### src/rtl/rxq_pkg.sv
package rxq_pkg;

  typedef enum logic [2:0] {
    RS_IDLE,
    RS_START,
    RS_DATA,
    RS_PAR,
    RS_STOP,
    RS_WAITH
  } rx_state_t;

  typedef struct packed {
    logic       brk;
    logic       ovr;
    logic       pe;
    logic       fe;
    logic [7:0] ch;
  } rx_word_t;

  localparam int OVS = 16;

endpackage

### src/rtl/rxq_tick.sv
module rxq_tick #(
  parameter int DIV_W = 16
) (
  input  logic             clk,
  input  logic             rst,
  input  logic [DIV_W-1:0] divisor,
  output logic             tick
);

  logic [DIV_W-1:0] cnt;

  always_ff @(posedge clk) begin
    if (rst) begin
      cnt  <= '0;
      tick <= 1'b0;
    end else if (cnt == '0) begin
      cnt  <= divisor;
      tick <= 1'b1;
    end else begin
      cnt  <= cnt - 1'b1;
      tick <= 1'b0;
    end
  end

endmodule

### src/rtl/rxq_deframer.sv
module rxq_deframer
  import rxq_pkg::*;
(
  input  logic       clk,
  input  logic       rst,
  input  logic       tick,
  input  logic       rx,
  input  logic [1:0] word_len,
  input  logic       parity_en,
  input  logic       parity_even,
  input  logic       two_stop,
  output logic       push,
  output logic [7:0] ch,
  output logic       fe,
  output logic       pe,
  output logic       brk,
  output logic       busy
);

  rx_state_t  st;
  logic [3:0] ph;
  logic [2:0] bi;
  logic [7:0] sh;
  logic       pbit;
  logic       stop0;
  logic       sidx;
  logic [3:0] nbits;

  assign nbits = {2'b00, word_len} + 4'd5;
  assign busy  = (st != RS_IDLE);

  // frame evaluation at the final stop sample
  logic all_low, any_low, is_brk, par_x;
  always_comb begin
    all_low = !rx && (!two_stop || !stop0);
    any_low = !rx || (two_stop && !stop0);
    is_brk  = all_low && (sh == 8'h00) && (!parity_en || !pbit);
    par_x   = (^sh) ^ pbit;
  end

  always_ff @(posedge clk) begin
    if (rst) begin
      st    <= RS_IDLE;
      ph    <= '0;
      bi    <= '0;
      sh    <= '0;
      pbit  <= 1'b0;
      stop0 <= 1'b1;
      sidx  <= 1'b0;
      push  <= 1'b0;
      ch    <= '0;
      fe    <= 1'b0;
      pe    <= 1'b0;
      brk   <= 1'b0;
    end else begin
      push <= 1'b0;
      unique case (st)
        RS_IDLE: begin
          if (tick && !rx) begin
            st <= RS_START;
            ph <= '0;
          end
        end
        RS_START: begin
          if (tick) begin
            if (ph == 4'd7) begin
              if (!rx) begin
                st    <= RS_DATA;
                ph    <= '0;
                bi    <= '0;
                sh    <= '0;
                pbit  <= 1'b0;
                stop0 <= 1'b1;
              end else begin
                st <= RS_IDLE;
              end
            end else begin
              ph <= ph + 1'b1;
            end
          end
        end
        RS_DATA: begin
          if (tick) begin
            ph <= ph + 1'b1;
            if (ph == 4'd15) begin
              sh[bi] <= rx;
              if ({1'b0, bi} == nbits - 4'd1) begin
                st   <= parity_en ? RS_PAR : RS_STOP;
                sidx <= 1'b0;
              end else begin
                bi <= bi + 1'b1;
              end
            end
          end
        end
        RS_PAR: begin
          if (tick) begin
            ph <= ph + 1'b1;
            if (ph == 4'd15) begin
              pbit <= rx;
              st   <= RS_STOP;
              sidx <= 1'b0;
            end
          end
        end
        RS_STOP: begin
          if (tick) begin
            ph <= ph + 1'b1;
            if (ph == 4'd15) begin
              if (two_stop && !sidx) begin
                stop0 <= rx;
                sidx  <= 1'b1;
              end else begin
                push <= 1'b1;
                ch   <= sh;
                brk  <= is_brk;
                fe   <= any_low && !is_brk;
                pe   <= parity_en && !is_brk && (parity_even ? par_x : !par_x);
                st   <= any_low ? RS_WAITH : RS_IDLE;
              end
            end
          end
        end
        RS_WAITH: begin
          if (rx) st <= RS_IDLE;
        end
        default: st <= RS_IDLE;
      endcase
    end
  end

  // a break entry carries a zero character and no parity/framing flag
  a_r5_break_clean: assert property (@(posedge clk) disable iff (rst)
    (push && brk) |-> (ch == 8'h00 && !fe && !pe));

  // no character bit above the configured length is ever set
  a_r2_len_mask: assert property (@(posedge clk) disable iff (rst)
    push |-> ((ch >> nbits) == 8'h00));

  // the data phase is only entered from a start bit still low
  a_r11_start_mid: assert property (@(posedge clk) disable iff (rst)
    (st == RS_START && tick && ph == 4'd7 && rx) |=> (st == RS_IDLE));

endmodule

### src/rtl/rxq_fifo.sv
module rxq_fifo
  import rxq_pkg::*;
#(
  parameter int DEPTH  = 16,
  parameter int THRESH = 8
) (
  input  logic        clk,
  input  logic        rst,
  input  logic        fifo_en,
  input  logic        push,
  input  logic [7:0]  ch,
  input  logic        fe,
  input  logic        pe,
  input  logic        brk,
  input  logic        pop,
  output logic [11:0] rd_data,
  output logic        empty,
  output logic        irq
);

  localparam int AW = $clog2(DEPTH);
  localparam int CW = AW + 1;

  logic [10:0]   mem [DEPTH];
  logic [DEPTH-1:0] ovr_q;
  logic [AW-1:0] wr_ptr, rd_ptr;
  logic [CW-1:0] count, cnt_nx;
  logic full, do_pop, do_push, ovr_set;

  always_comb begin
    full    = fifo_en ? (count == CW'(DEPTH)) : (count != '0);
    do_pop  = pop && (count != '0);
    do_push = push && (!full || do_pop);
    ovr_set = push && full && !do_pop;
    cnt_nx  = count + CW'(do_push) - CW'(do_pop);
  end

  always_ff @(posedge clk) begin
    if (do_push) mem[wr_ptr] <= {brk, pe, fe, ch};
  end

  always_ff @(posedge clk) begin
    if (rst) begin
      wr_ptr <= '0;
      rd_ptr <= '0;
      count  <= '0;
      ovr_q  <= '0;
      empty  <= 1'b1;
      irq    <= 1'b0;
    end else begin
      if (do_push) begin
        wr_ptr         <= wr_ptr + 1'b1;
        ovr_q[wr_ptr]  <= 1'b0;
      end
      if (ovr_set) ovr_q[wr_ptr - AW'(1)] <= 1'b1;
      if (do_pop) rd_ptr <= rd_ptr + 1'b1;
      count <= cnt_nx;
      empty <= (cnt_nx == '0);
      irq   <= fifo_en ? (cnt_nx >= CW'(THRESH)) : (cnt_nx != '0);
    end
  end

  rx_word_t head;
  logic [10:0] head_raw;
  assign head_raw = mem[rd_ptr];
  always_comb begin
    head.brk = head_raw[10];
    head.ovr = ovr_q[rd_ptr];
    head.pe  = head_raw[9];
    head.fe  = head_raw[8];
    head.ch  = head_raw[7:0];
  end
  assign rd_data = head;

  // occupancy never exceeds the physical depth
  a_r6_no_overflow: assert property (@(posedge clk) disable iff (rst)
    count <= CW'(DEPTH));

  // a character arriving at a full queue leaves occupancy unchanged
  a_r7_full_hold: assert property (@(posedge clk) disable iff (rst)
    (push && full && !pop) |=> $stable(count));

  // popping an empty queue without a push keeps it empty
  a_r12_empty_pop: assert property (@(posedge clk) disable iff (rst)
    (empty && pop && !push) |=> empty);

endmodule

### src/rtl/rxq_timeout.sv
module rxq_timeout
  import rxq_pkg::*;
#(
  parameter int TO_BITS = 32
) (
  input  logic clk,
  input  logic rst,
  input  logic tick,
  input  logic busy,
  input  logic empty,
  output logic pulse
);

  localparam int LIMIT = TO_BITS * OVS;
  localparam int CW    = $clog2(LIMIT + 1);

  logic [CW-1:0] cnt;
  logic          fired;

  always_ff @(posedge clk) begin
    if (rst || busy || empty) begin
      cnt   <= '0;
      fired <= 1'b0;
      pulse <= 1'b0;
    end else begin
      pulse <= 1'b0;
      if (tick && !fired) begin
        if (cnt == CW'(LIMIT - 1)) begin
          pulse <= 1'b1;
          fired <= 1'b1;
        end else begin
          cnt <= cnt + 1'b1;
        end
      end
    end
  end

  // the timeout indication lasts a single cycle
  a_r10_single: assert property (@(posedge clk) disable iff (rst)
    pulse |=> !pulse);

  // it only follows a cycle where data was waiting
  a_r10_nonempty: assert property (@(posedge clk) disable iff (rst)
    pulse |-> $past(!empty));

endmodule

### src/rtl/serial_rx_fifo.sv
module serial_rx_fifo #(
  parameter int DEPTH   = 16,
  parameter int THRESH  = 8,
  parameter int DIV_W   = 16,
  parameter int TO_BITS = 32
) (
  input  logic             clk,
  input  logic             rst,
  input  logic [DIV_W-1:0] divisor,
  input  logic [1:0]       word_len,
  input  logic             parity_en,
  input  logic             parity_even,
  input  logic             two_stop,
  input  logic             fifo_en,
  input  logic             rx_in,
  input  logic             rd_en,
  output logic [11:0]      rd_data,
  output logic             rx_empty,
  output logic             rx_irq,
  output logic             rx_timeout
);

  logic [1:0] sync_q;
  logic       tick, push, fe, pe, brk, busy;
  logic [7:0] ch;

  always_ff @(posedge clk) begin
    if (rst) sync_q <= 2'b11;
    else     sync_q <= {sync_q[0], rx_in};
  end

  rxq_tick #(.DIV_W(DIV_W)) i_tick (
    .clk(clk), .rst(rst), .divisor(divisor), .tick(tick)
  );

  rxq_deframer i_deframer (
    .clk(clk), .rst(rst), .tick(tick), .rx(sync_q[1]),
    .word_len(word_len), .parity_en(parity_en), .parity_even(parity_even),
    .two_stop(two_stop), .push(push), .ch(ch), .fe(fe), .pe(pe),
    .brk(brk), .busy(busy)
  );

  rxq_fifo #(.DEPTH(DEPTH), .THRESH(THRESH)) i_fifo (
    .clk(clk), .rst(rst), .fifo_en(fifo_en), .push(push), .ch(ch),
    .fe(fe), .pe(pe), .brk(brk), .pop(rd_en), .rd_data(rd_data),
    .empty(rx_empty), .irq(rx_irq)
  );

  rxq_timeout #(.TO_BITS(TO_BITS)) i_timeout (
    .clk(clk), .rst(rst), .tick(tick), .busy(busy), .empty(rx_empty),
    .pulse(rx_timeout)
  );

  // in single-entry mode the request follows occupancy exactly
  a_r9_single_irq: assert property (@(posedge clk) disable iff (rst)
    (!fifo_en && $stable(fifo_en)) |-> (rx_irq == !rx_empty));

endmodule

### config.mk
export PLATFORM = sky130hd
export DESIGN_NAME = serial_rx_fifo
export DESIGN_NICKNAME = d
export VERILOG_FILES = /design/src/rtl/rxq_pkg.sv /design/src/rtl/rxq_tick.sv /design/src/rtl/rxq_deframer.sv /design/src/rtl/rxq_fifo.sv /design/src/rtl/rxq_timeout.sv /design/src/rtl/serial_rx_fifo.sv
export SDC_FILE = /design/constraint.sdc
export NUM_CORES = 1
export LEC_CHECK = 0
export BUFFER_PORTS_ARGS = -buffer_cell sky130_fd_sc_hd__buf_2
export CAP_MARGIN = 0
export CORE_MARGIN = 2
export CORE_UTILIZATION = 34
export CTS_CLUSTER_SIZE = 16
export DETAILED_ROUTE_END_ITERATION = 12
export GPL_ROUTABILITY_DRIVEN = 1
export HOLD_SLACK_MARGIN = 0.15
export SLEW_MARGIN = 20
export SYNTH_ARGS = -nofsm -noshare
export SYNTH_HDL_FRONTEND = slang
export SYNTH_SLANG_ARGS = --single-unit
### constraint.sdc
create_clock -name clk -period 2.6 [get_ports clk]
set_clock_uncertainty 0.15 [all_clocks]
set_input_delay 0.13 -clock clk [delete_from_list [all_inputs] [get_ports clk]]
set_output_delay 0.13 -clock clk [all_outputs]
set_load 0.005 [all_outputs]
==> run_summary.xml, run 1 <==
<?xml version="1.0" encoding="UTF-8"?>
<metrics>
  <group name="logic_synthesis">
    <metric name="postSynth.topFlopCell" unit="">edfxtp_1</metric>
    <metric name="post_synthesis_sequential_element_count" unit="">275</metric>
    <metric name="synth.cell_area" unit="um^2">11700</metric>
    <metric name="synth-edff-count" unit="">176</metric>
    <metric name="synth-async-reset-ratio" unit="%">0</metric>
    <metric name="synthesis.area_per_instance" unit="um^2">13.9</metric>
    <metric name="synth-warning-count" unit="">0</metric>
    <metric name="synthDistinctLibCells" unit="">60</metric>
    <metric name="synth_cells" unit="">841</metric>
    <metric name="synth-seq-area-share" unit="%">62.1</metric>
    <metric name="postSynthNetCount" unit="">890</metric>
  </group>
  <group name="floorplan">
    <metric name="floorplan.core_area" unit="um^2">33700</metric>
    <metric name="core.rowCount" unit="">67</metric>
    <metric name="chip_height" unit="um">190</metric>
    <metric name="fp.dieArea" unit="um^2">35900</metric>
    <metric name="initial_core_util" unit="%">34.7</metric>
    <metric name="design.portCount" unit="">41</metric>
    <metric name="die-width" unit="um">190</metric>
  </group>
  <group name="route">
    <metric name="routed_wire_per_std_cell" unit="um">17.4</metric>
    <metric name="detailroute.via_count" unit="">7203</metric>
    <metric name="drcViolationCount" unit="">0</metric>
    <metric name="drt-vias-per-instance" unit="">5.04</metric>
    <metric name="drtPass1Iterations" unit="">5</metric>
    <metric name="dr.first_iter.drc_count" unit="">428</metric>
    <metric name="route.antenna.remaining_nets" unit="">0</metric>
    <metric name="totalWireLength" unit="mm">24.8</metric>
  </group>
  <group name="critical_path">
    <metric name="worstPathArrival" unit="ns">2.95</metric>
    <metric name="critical_path_peak_fanout" unit="">3</metric>
    <metric name="worst-setup-path-type" unit="">register to register</metric>
    <metric name="timing.rr.start" unit="">i_fifo.count[3]$_SDFF_PP0_</metric>
    <metric name="regToRegEndpoint" unit="">i_fifo.empty$_SDFF_PP1_</metric>
    <metric name="crit_required" unit="ns">2.87</metric>
    <metric name="worstSetupEndpointType" unit="">register</metric>
    <metric name="r2r_depth" unit="">14</metric>
    <metric name="crit_path_start_kind" unit="">register</metric>
    <metric name="worst-r2r-setup-slack" unit="ns">-0.08</metric>
  </group>
  <group name="timing">
    <metric name="maximum_clock_frequency" unit="MHz">373</metric>
    <metric name="period_minus_ws_final" unit="ns">2.68</metric>
    <metric name="hold_viol_final" unit="">0</metric>
    <metric name="setup_viol" unit="">13</metric>
    <metric name="post-route-worst-setup-slack" unit="ns">-0.0792</metric>
    <metric name="timing.max_slew.rel_slack" unit="%">53.6</metric>
    <metric name="drv_slew" unit="">0</metric>
    <metric name="unrepaired_setup_endpoints_after_global_routing" unit="">yes</metric>
    <metric name="final_clock_period_utilization_by_the_worst_path" unit="%">103</metric>
    <metric name="tightestPinTransition" unit="ns">0.696</metric>
  </group>
  <group name="cells_and_area">
    <metric name="areaGrowthSynthToFinish" unit="%">21.6</metric>
    <metric name="drive_gt1_share" unit="%">25.6</metric>
    <metric name="post_layout_nonfiller_instances" unit="">1428</metric>
    <metric name="n_antenna_cell" unit="">0</metric>
    <metric name="num-nets-final" unit="">1008</metric>
  </group>
  <group name="hold_path">
    <metric name="worst_hold_path.num_cells" unit="">3</metric>
    <metric name="hold_end" unit="">sync_q[0]$_SDFF_PP1_</metric>
    <metric name="hold_start" unit="">rx_in</metric>
    <metric name="min-delay-path-class" unit="">input pin to register</metric>
  </group>
  <group name="power">
    <metric name="vdd.ir_drop.worst" unit="mV">0.641</metric>
    <metric name="fin_total_pwr" unit="uW">11800</metric>
    <metric name="power.leakage" unit="uW">0.00509</metric>
    <metric name="p_per_area" unit="nW/um^2">826</metric>
  </group>
  <group name="place">
    <metric name="post-dp-hpwl" unit="mm">15.8</metric>
    <metric name="dp_cells" unit="">1337</metric>
    <metric name="buffer_ports.inserted" unit="">40</metric>
    <metric name="gp_congestion" unit="">0.830</metric>
  </group>
  <group name="clock_tree">
    <metric name="clock_transition_at_the_register_clock_pins_on_the_worst_setup_and_hold_paths_after_cts" unit="ns">0.06</metric>
    <metric name="cts_root_buffer_type" unit="">clkbuf_16</metric>
    <metric name="clock_path_buffers" unit="">3</metric>
    <metric name="numCtsBuffers" unit="">27</metric>
    <metric name="tritoncts_num_sinks" unit="">275</metric>
    <metric name="htree_levels" unit="">1</metric>
    <metric name="clock_latency" unit="ns">0.53</metric>
    <metric name="cts_tree" unit="">yes</metric>
  </group>
  <group name="status">
    <metric name="failed_checks" unit="">setup timing</metric>
    <metric name="status" unit="">finished, violations left</metric>
  </group>
  <group name="global_route">
    <metric name="grt_start_max_net_pins" unit="">45</metric>
    <metric name="grt.overflow.total" unit="">0</metric>
    <metric name="groute.usage.overall" unit="%">13.9</metric>
    <metric name="grt_first_pass_wirelength" unit="mm">39.8</metric>
    <metric name="grt_pass1_vias" unit="">7250</metric>
    <metric name="antenna_found_initial" unit="">0</metric>
  </group>
  <group name="flow_run">
    <metric name="drv_cap" unit="">0</metric>
  </group>
</metrics>
[critical path, stage by stage (launching register included)]
cell	delay [ns]
dfxtp_2	0.32
inv_2	0.07
ha_4	0.13
or3b_4	0.38
a211o_4	0.36
nand2_4	0.07
inv_4	0.04
ha_4	0.15
inv_2	0.05
fa_2	0.20
inv_2	0.04
a21oi_2	0.12
o21bai_2	0.10
xnor2_2	0.16
a41o_1	0.23
[stage by stage]
step	setup WS [ns]	cell area (um^2)	util, %	TNS [ns]	hold WS, ns
after floorplan	-0.0732	11800	-	-0.0887	0.0838
after global placement	-0.0874	12800	38.0	-0.143	0.166
after detailed placement	-0.118	12800	38.0	-0.388	0.174
after CTS	-0.132	14100	41.9	-1.20	0.151
after global routing	-0.193	14200	42.2	-1.57	0.174
final	-0.0792	14200	42.2	-0.411	0.169
[per-layer routing]
metal  vias to the layer above  track usage (%)  wire length [um]
met4                         0             2.89               433
met1                      3594             19.7             11600
met5                         -                0                 0
met3                        34             1.86              1050
li1                       3423                -                 -
met2                       152             23.1             11700
[cells in the final DEF (no fill, tap or decap), drive strengths merged, types with 26 or more instances in the layout]
cell type / netlist / layout
edfxtp: 176 / 176
buf: 18 / 108
dfxtp: 99 / 99
nor2: 91 / 91
mux4: 60 / 60
inv: 41 / 42
nand2: 32 / 32
clkbuf: 29 / 30
xnor2: 27 / 27
dlygate4sd3: 0 / 26
[logic make-up after synthesis]
family,synth area share (%)
mux,12.5
simple gates,9.64
flops,62.1
compound gates,7.23
xor+xnor,3.07
buf+inv,3.00
fa+ha+maj,2.52
[power breakdown]
group | switching, uW | total [uW] | internal [uW]
registers | 224 | 5020 | 4790
clock network | 1680 | 3920 | 2240
logic | 1250 | 2810 | 1560
[what timing repair did]
| action | in CTS | in global routing |
|---|---|---|
| hold buffers | 26 | 0 |
| setup endpoints to repair | 26 | 35 |
| resized for setup | 8 | 7 |
| setup buffers | 5 | 8 |
| hold endpoints to repair | 62 | 0 |
| pin swaps | 5 | 4 |
| cloned | 2 | 2 |
[flip-flops by register name (all words and copies together) (netlist names), 2 cells and up, named ones only]
register,count
i_fifo.wr_ptr,4
i_fifo.rd_ptr,4
i_tick.cnt,16
i_fifo.ovr_q,16
i_deframer.bi,3
i_timeout.cnt,10
i_deframer.ph,4
sync_q,2
i_deframer.st,3
i_fifo.mem,176
i_fifo.count,5
i_deframer.ch,8
i_deframer.sh,8
[Yosys cell counts (all sizes together) (11+ instances only)]
library cell / count / share of area, %
dfxtp: 99 / 17
nand2: 32 / 1.0
o21ai: 23 / 0.98
inv: 41 / 1.3
a211oi: 16 / 1.1
xnor2: 27 / 2.0
buf: 18 / 0.76
o32ai: 15 / 1.1
edfxtp: 176 / 45
xor2: 14 / 1.0
mux2i: 11 / 0.94
nor2: 91 / 2.9
clkbuf: 29 / 0.93
ha: 22 / 2.4
nand3: 23 / 0.98
nand2b: 13 / 0.69
mux4: 60 / 12
a21oi: 25 / 1.1
[final cells by class]
cell class | count | area, um^2
clock buffer | 28 | 689
clock inverter | 22 | 210
fill | 3117 | 19500
inverter | 41 | 156
multi-input combinational | 478 | 4210
sequential | 275 | 7280
tap | 448 | 561
timing repair buffer | 136 | 1130
[worst max-delay path by stage]
stage	start	endpoint	depth (start not counted)
final	i_fifo.count[3]$_SDFF_PP0_	i_fifo.empty$_SDFF_PP1_	14
after global routing	i_fifo.count[3]$_SDFF_PP0_	i_fifo.irq$_SDFF_PP0_	12
after CTS	register	rd_data[5]	5
after detailed placement	i_fifo.count[2]$_SDFF_PP0_	i_fifo.empty$_SDFF_PP1_	14
after global placement	i_fifo.count[3]$_SDFF_PP0_	i_fifo.empty$_SDFF_PP1_	14
after floorplan	i_fifo.count[3]$_SDFF_PP0_	i_fifo.empty$_SDFF_PP1_	15
Note: power is estimated with default switching activity, not from simulation.
==> inputs of run 2 (changes only) <==
Clock period 2.6 ns to 3.1 ns, I/O delays scaled along.
==> run_summary.xml, run 2 (synthesized netlist as in run 1, its figures left out) <==
<?xml version="1.0" encoding="UTF-8"?>
<metrics>
  <group name="global_route">
    <metric name="grt.overflow.total" unit="">0</metric>
    <metric name="grt_start_max_net_pins" unit="">76</metric>
    <metric name="antenna_found_initial" unit="">0</metric>
    <metric name="grt_pass1_vias" unit="">7073</metric>
    <metric name="groute.usage.overall" unit="%">13.6</metric>
    <metric name="grt_first_pass_wirelength" unit="mm">39.0</metric>
  </group>
  <group name="clock_tree">
    <metric name="numCtsBuffers" unit="">28</metric>
    <metric name="cts_tree" unit="">yes</metric>
    <metric name="clock_transition_at_the_register_clock_pins_on_the_worst_setup_and_hold_paths_after_cts" unit="ns">0.06</metric>
    <metric name="htree_levels" unit="">1</metric>
    <metric name="tritoncts_num_sinks" unit="">275</metric>
    <metric name="cts_root_buffer_type" unit="">clkbuf_16</metric>
    <metric name="clock_latency" unit="ns">0.53</metric>
    <metric name="clock_path_buffers" unit="">3</metric>
  </group>
  <group name="floorplan">
    <metric name="design.portCount" unit="">41</metric>
    <metric name="fp.dieArea" unit="um^2">35900</metric>
    <metric name="chip_height" unit="um">190</metric>
    <metric name="core.rowCount" unit="">67</metric>
    <metric name="initial_core_util" unit="%">34.7</metric>
    <metric name="floorplan.core_area" unit="um^2">33700</metric>
    <metric name="die-width" unit="um">190</metric>
  </group>
  <group name="timing">
    <metric name="setup_total_negative_slack" unit="ns">0</metric>
    <metric name="final.hold.worst_slack" unit="ns">0.186</metric>
    <metric name="unrepaired_setup_endpoints_after_global_routing" unit="">no</metric>
    <metric name="period_minus_ws_final" unit="ns">2.92</metric>
    <metric name="hold_viol_final" unit="">0</metric>
    <metric name="timing.max_slew.rel_slack" unit="%">29.9</metric>
    <metric name="drv_slew" unit="">0</metric>
    <metric name="maximum_clock_frequency" unit="MHz">343</metric>
    <metric name="setup_viol" unit="">0</metric>
    <metric name="tightestPinTransition" unit="ns">1.05</metric>
    <metric name="final_clock_period_utilization_by_the_worst_path" unit="%">94.2</metric>
  </group>
  <group name="cells_and_area">
    <metric name="drive_gt1_share" unit="%">19.1</metric>
    <metric name="areaGrowthSynthToFinish" unit="%">18.3</metric>
    <metric name="max_flop_register" unit="">i_fifo.mem</metric>
    <metric name="post_layout_nonfiller_instances" unit="">1401</metric>
    <metric name="mostFrequentLayoutCells" unit="">edfxtp_1, dfxtp_1, nor2_1</metric>
    <metric name="largest_register_ffs" unit="">176</metric>
    <metric name="mostFrequentLayoutCell" unit="">edfxtp_1</metric>
    <metric name="n_antenna_cell" unit="">0</metric>
    <metric name="final.fill_count" unit="">3133</metric>
    <metric name="postLayoutCoreUtil" unit="%">41.1</metric>
    <metric name="largest_registers" unit="">i_fifo.mem: 176 flops, i_fifo.ovr_q: 16 flops, i_tick.cnt: 16 flops</metric>
    <metric name="num-nets-final" unit="">980</metric>
  </group>
  <group name="critical_path">
    <metric name="crit_required" unit="ns">3.38</metric>
    <metric name="critical_path_peak_fanout" unit="">3</metric>
    <metric name="regToRegEndpoint" unit="">i_fifo.empty$_SDFF_PP1_</metric>
    <metric name="instance_count_on_the_critical_path" unit="">14</metric>
    <metric name="worstPathArrival" unit="ns">3.20</metric>
    <metric name="critPathCapture" unit="">i_fifo.empty$_SDFF_PP1_</metric>
    <metric name="crit_path_start_kind" unit="">register</metric>
    <metric name="timing.rr.start" unit="">i_fifo.count[3]$_SDFF_PP0_</metric>
    <metric name="worst_setup_path_startpoint" unit="">i_fifo.count[3]$_SDFF_PP0_</metric>
    <metric name="buffer_and_inverter_count_on_the_worst_path" unit="">4</metric>
    <metric name="crit_path_top_delay_cell" unit="">or3b_1</metric>
    <metric name="critical-path-top-cell-by-count" unit="">inv_1</metric>
    <metric name="worst_path_largest_cell_delay" unit="ns">0.41</metric>
    <metric name="crit_family" unit="">compound AO/OA/AOI/OAI gates</metric>
    <metric name="worst-setup-path-type" unit="">register to register</metric>
    <metric name="worst-r2r-setup-slack" unit="ns">0.18</metric>
    <metric name="cp_cell_sequence" unit="">inv_1 -&gt; ha_1 -&gt; or3b_1 -&gt; a211o_4 -&gt; nand2_2 -&gt; inv_1 -&gt; ha_1 -&gt; inv_1 -&gt; fa_1 -&gt; inv_1 -&gt; a21oi_1 -&gt; o21bai_1 -&gt; xnor2_2 -&gt; a41o_1</metric>
    <metric name="worstSetupEndpointType" unit="">register</metric>
    <metric name="r2r_depth" unit="">14</metric>
  </group>
  <group name="power">
    <metric name="vdd.ir_drop.worst" unit="mV">0.395</metric>
    <metric name="power.leakage" unit="uW">0.00445</metric>
    <metric name="p_per_area" unit="nW/um^2">689</metric>
  </group>
  <group name="place">
    <metric name="gp_congestion" unit="">0.806</metric>
    <metric name="buffer_ports.inserted" unit="">40</metric>
    <metric name="post-dp-hpwl" unit="mm">15.1</metric>
    <metric name="dp_cells" unit="">1306</metric>
  </group>
  <group name="hold_path">
    <metric name="min-delay-path-class" unit="">input pin to register</metric>
  </group>
  <group name="status">
    <metric name="status" unit="">finished clean</metric>
  </group>
  <group name="route">
    <metric name="drtPass1Iterations" unit="">5</metric>
    <metric name="totalWireLength" unit="mm">24.1</metric>
    <metric name="detailroute.via_count" unit="">6998</metric>
    <metric name="routed_wire_per_std_cell" unit="um">17.2</metric>
    <metric name="dr.first_iter.drc_count" unit="">399</metric>
    <metric name="drt-vias-per-instance" unit="">5.00</metric>
    <metric name="route.antenna.remaining_nets" unit="">0</metric>
    <metric name="drcViolationCount" unit="">0</metric>
  </group>
  <group name="flow_run">
    <metric name="drv_cap" unit="">0</metric>
  </group>
</metrics>
run 2: cell types whose count changed in the layout (fill, tap and decap cells not counted), sizes merged:
cell	change
clkinv	-4
buf	-42
inv	-1
dlygate4sd3	+15
clkinvlp	-7
clkbuf	+12
run 2: what timing repair did:
action,4_1_cts,5_1_grt
resized for setup,0,5
hold buffers,41,0
buffers inserted,0,2
endpoints found under the hold margin,68,0
setup endpoints to repair,0,3
run 2: power breakdown:
group | total, uW | switching [uW] | internal (uW)
sequential | 4200 | 184 | 4020
combinational | 2040 | 963 | 1070
clock | 3300 | 1350 | 1950
run 2: final cells by class:
type                       count  area, um^2  area share, %
inverter                      41         154           1.11
clock inverter                10         133          0.957
timing repair buffer         107         833           6.01
clock buffer                  42         763           5.51
multi-input combinational    478        4140           29.9
tap                          448         561           4.05
sequential                   275        7270           52.5
run 2: metal layers:
layer | vias up | GRT usage, % | share of wire (%)
met1 | 3466 | 19.4 | 47
met2 | 134 | 22.3 | 47
li1 | 3367 | - | -
met4 | 0 | 2.71 | 1.5
met3 | 31 | 1.84 | 4.5
met5 | - | 0 | 0
run 2: worst reg2reg max path: cells and delay by family, from the launching register on:
kind            cells  cell delay, ns
buf+inv             4            0.25
simple gates        2            0.51
compound gates      4            0.85
fa+ha+maj           3            0.57
flops               1            0.32
xor+xnor            1            0.17
run 2: how the worst min path moves through the flow:
stage / depth (start not counted) / end / startpoint / slack [ns]
4_1_cts: 3 / sync_q[0]$_SDFF_PP1_ / rx_in / 0.16
6_report: 3 / sync_q[0]$_SDFF_PP1_ / rx_in / 0.19
3_3_place_gp: 2 / sync_q[0]$_SDFF_PP1_ / rx_in / 0.19
5_1_grt: 3 / sync_q[0]$_SDFF_PP1_ / rx_in / 0.20
2_1_floorplan: 1 / sync_q[0]$_SDFF_PP1_ / rx_in / 0.11
3_5_place_dp: 2 / sync_q[0]$_SDFF_PP1_ / rx_in / 0.19
run 2: metrics by stage:
stage               total power [uW]  worst slack [ns]  area (um^2)
finish                          9540             0.181        13900
global route                   10000            0.0347        13900
CTS                             9570            0.0367        13800
detailed placement              6080            0.0710        12500
global placement                6050             0.182        12500
floorplan                       5630             0.280        11700
==> inputs of run 3 (changes only) <==
Settings changed: CELL_PAD_IN_SITES_DETAIL_PLACEMENT from default to 0, CELL_PAD_IN_SITES_GLOBAL_PLACEMENT from default to 1, PLACE_DENSITY_LB_ADDON from default to 0.1.
==> run_summary.xml, run 3 (synthesized netlist as in run 1, its figures left out) <==
<?xml version="1.0" encoding="UTF-8"?>
<metrics>
  <group name="cells_and_area">
    <metric name="drive_gt1_share" unit="%">19.8</metric>
    <metric name="max_flop_register" unit="">i_fifo.mem</metric>
    <metric name="n_antenna_cell" unit="">0</metric>
    <metric name="mostFrequentLayoutCell" unit="">edfxtp_1</metric>
    <metric name="areaGrowthSynthToFinish" unit="%">18.2</metric>
    <metric name="largest_registers" unit="">i_fifo.mem: 176 flops, i_fifo.ovr_q: 16 flops, i_tick.cnt: 16 flops</metric>
    <metric name="num-nets-final" unit="">969</metric>
    <metric name="postLayoutCoreUtil" unit="%">41.1</metric>
    <metric name="mostFrequentLayoutCells" unit="">edfxtp_1, dfxtp_1, nor2_1</metric>
    <metric name="final.fill_count" unit="">3168</metric>
    <metric name="largest_register_ffs" unit="">176</metric>
    <metric name="ff_latch_area" unit="um^2">7270</metric>
    <metric name="multi_input_gate_area_in_the_final_layout" unit="um^2">4130</metric>
  </group>
  <group name="critical_path">
    <metric name="critical_path_peak_fanout" unit="">3</metric>
    <metric name="worst-setup-path-type" unit="">register to register</metric>
    <metric name="r2r_depth" unit="">14</metric>
    <metric name="worstSetupEndpointType" unit="">register</metric>
    <metric name="crit_path_start_kind" unit="">register</metric>
    <metric name="worstPathArrival" unit="ns">3.15</metric>
    <metric name="crit_required" unit="ns">3.33</metric>
  </group>
  <group name="global_route">
    <metric name="grt.overflow.total" unit="">0</metric>
    <metric name="grt_pass1_vias" unit="">7339</metric>
    <metric name="antenna_found_initial" unit="">0</metric>
    <metric name="grt_first_pass_wirelength" unit="mm">41.0</metric>
    <metric name="groute.usage.overall" unit="%">14.5</metric>
    <metric name="grt_start_max_net_pins" unit="">41</metric>
  </group>
  <group name="floorplan">
    <metric name="design.portCount" unit="">41</metric>
    <metric name="initial_core_util" unit="%">34.7</metric>
    <metric name="fp.dieArea" unit="um^2">35900</metric>
    <metric name="floorplan.core_area" unit="um^2">33700</metric>
    <metric name="core.rowCount" unit="">67</metric>
    <metric name="chip_height" unit="um">190</metric>
    <metric name="die-width" unit="um">190</metric>
  </group>
  <group name="hold_path">
    <metric name="worst_hold_path.num_cells" unit="">3</metric>
    <metric name="min-delay-path-class" unit="">input pin to register</metric>
  </group>
  <group name="timing">
    <metric name="period_minus_ws_final" unit="ns">2.91</metric>
    <metric name="unrepaired_setup_endpoints_after_global_routing" unit="">yes</metric>
    <metric name="final.hold.worst_slack" unit="ns">0.250</metric>
    <metric name="hold_viol_final" unit="">0</metric>
    <metric name="drv_slew" unit="">0</metric>
    <metric name="maximum_clock_frequency" unit="MHz">344</metric>
    <metric name="timing.max_slew.rel_slack" unit="%">33.0</metric>
    <metric name="tightestPinTransition" unit="ns">1.00</metric>
    <metric name="setup_viol" unit="">0</metric>
    <metric name="final_clock_period_utilization_by_the_worst_path" unit="%">93.9</metric>
  </group>
  <group name="route">
    <metric name="routed_wire_per_std_cell" unit="um">18.2</metric>
    <metric name="drcViolationCount" unit="">0</metric>
    <metric name="route.antenna.remaining_nets" unit="">0</metric>
    <metric name="drtPass1Iterations" unit="">5</metric>
    <metric name="drt-vias-per-instance" unit="">5.03</metric>
    <metric name="totalWireLength" unit="mm">25.3</metric>
    <metric name="detailroute.via_count" unit="">7007</metric>
    <metric name="dr.first_iter.drc_count" unit="">435</metric>
  </group>
  <group name="clock_tree">
    <metric name="clock_latency" unit="ns">0.50</metric>
    <metric name="numCtsBuffers" unit="">34</metric>
    <metric name="cts_tree" unit="">yes</metric>
    <metric name="htree_levels" unit="">2</metric>
    <metric name="clock_transition_at_the_register_clock_pins_on_the_worst_setup_and_hold_paths_after_cts" unit="ns">0.06</metric>
    <metric name="tritoncts_num_sinks" unit="">275</metric>
    <metric name="cts_root_buffer_type" unit="">clkbuf_16</metric>
    <metric name="clock_path_buffers" unit="">3</metric>
  </group>
  <group name="place">
    <metric name="post-dp-hpwl" unit="mm">17.2</metric>
    <metric name="gp_congestion" unit="">0.777</metric>
    <metric name="buffer_ports.inserted" unit="">40</metric>
  </group>
  <group name="flow_run">
    <metric name="drv_cap" unit="">0</metric>
  </group>
  <group name="power">
    <metric name="vdd.ir_drop.worst" unit="mV">0.531</metric>
    <metric name="power.leakage" unit="uW">0.00444</metric>
    <metric name="p_per_area" unit="nW/um^2">712</metric>
  </group>
  <group name="status">
    <metric name="status" unit="">finished clean</metric>
  </group>
</metrics>
-- run 3: report_power, final --
group          switching [uW]  total (uW)  internal, uW
Sequential                219        4240          4020
Clock                    1470        3780          2310
Combinational             904        1830           927
Total                    2600        9850          7260
-- run 3: worst max-delay path, cell delays in order, from the launching register on --
cell      delay, ns
dfxtp_1        0.31
inv_1          0.08
ha_1           0.16
nor4b_4        0.24
nor2b_1        0.11
ha_1           0.30
inv_1          0.06
ha_1           0.17
inv_1          0.06
fa_1           0.42
inv_1          0.07
a21oi_1        0.06
o21bai_1       0.22
xnor2_2        0.12
a41o_1         0.25
-- run 3: worst paths after layout --
kind	start	to	slack (ns)
setup / recovery	i_fifo.count[2]$_SDFF_PP0_	i_fifo.empty$_SDFF_PP1_	0.19
hold / removal	rx_in	sync_q[0]$_SDFF_PP1_	0.25
setup reg to reg	i_fifo.count[2]$_SDFF_PP0_	i_fifo.empty$_SDFF_PP1_	0.19
hold reg to reg	sync_q[0]$_SDFF_PP1_	sync_q[1]$_SDFF_PP1_	0.27
-- run 3: stage by stage --
stage | setup WS (ns) | total power [uW] | instances | cell area (um^2) | TNS [ns]
6_report | 0.189 | 9850 | 1392 | 13800 | 0
5_1_grt | -0.00252 | 10400 | 1392 | 13800 | -0.00252
4_1_cts | 0.0869 | 9980 | 1389 | 13800 | 0
3_5_place_dp | 0.0856 | 6110 | 1303 | 12500 | 0
3_3_place_gp | 0.258 | 6050 | 1303 | 12500 | 0
2_1_floorplan | 0.280 | 5630 | 841 | 11700 | 0
-- run 3: area by class of cell --
| class | instances | area share (%) |
|---|---|---|
| clock buffer | 41 | 6.49 |
| tap | 448 | 4.05 |
| clock inverter | 19 | 1.23 |
| timing repair buffer | 90 | 4.81 |
| sequential | 275 | 52.5 |
| multi-input combinational | 478 | 29.8 |
| inverter | 41 | 1.11 |
-- run 3: layer usage --
metal / global-route usage, % / wire length [um] / vias to the layer above
met4: 3.82 / 476 / 0
met1: 19.3 / 11700 / 3496
met5: 0 / 0 / -
li1: - / - / 3354
met2: 24.7 / 12200 / 120
met3: 2.45 / 888 / 37
-- run 3: what timing repair did --
action	4_1_cts	5_1_grt
hold endpoints to repair	55	0
endpoints found under the setup margin	0	3
hold buffers	26	0
buffers inserted	0	3
resized for setup	0	3
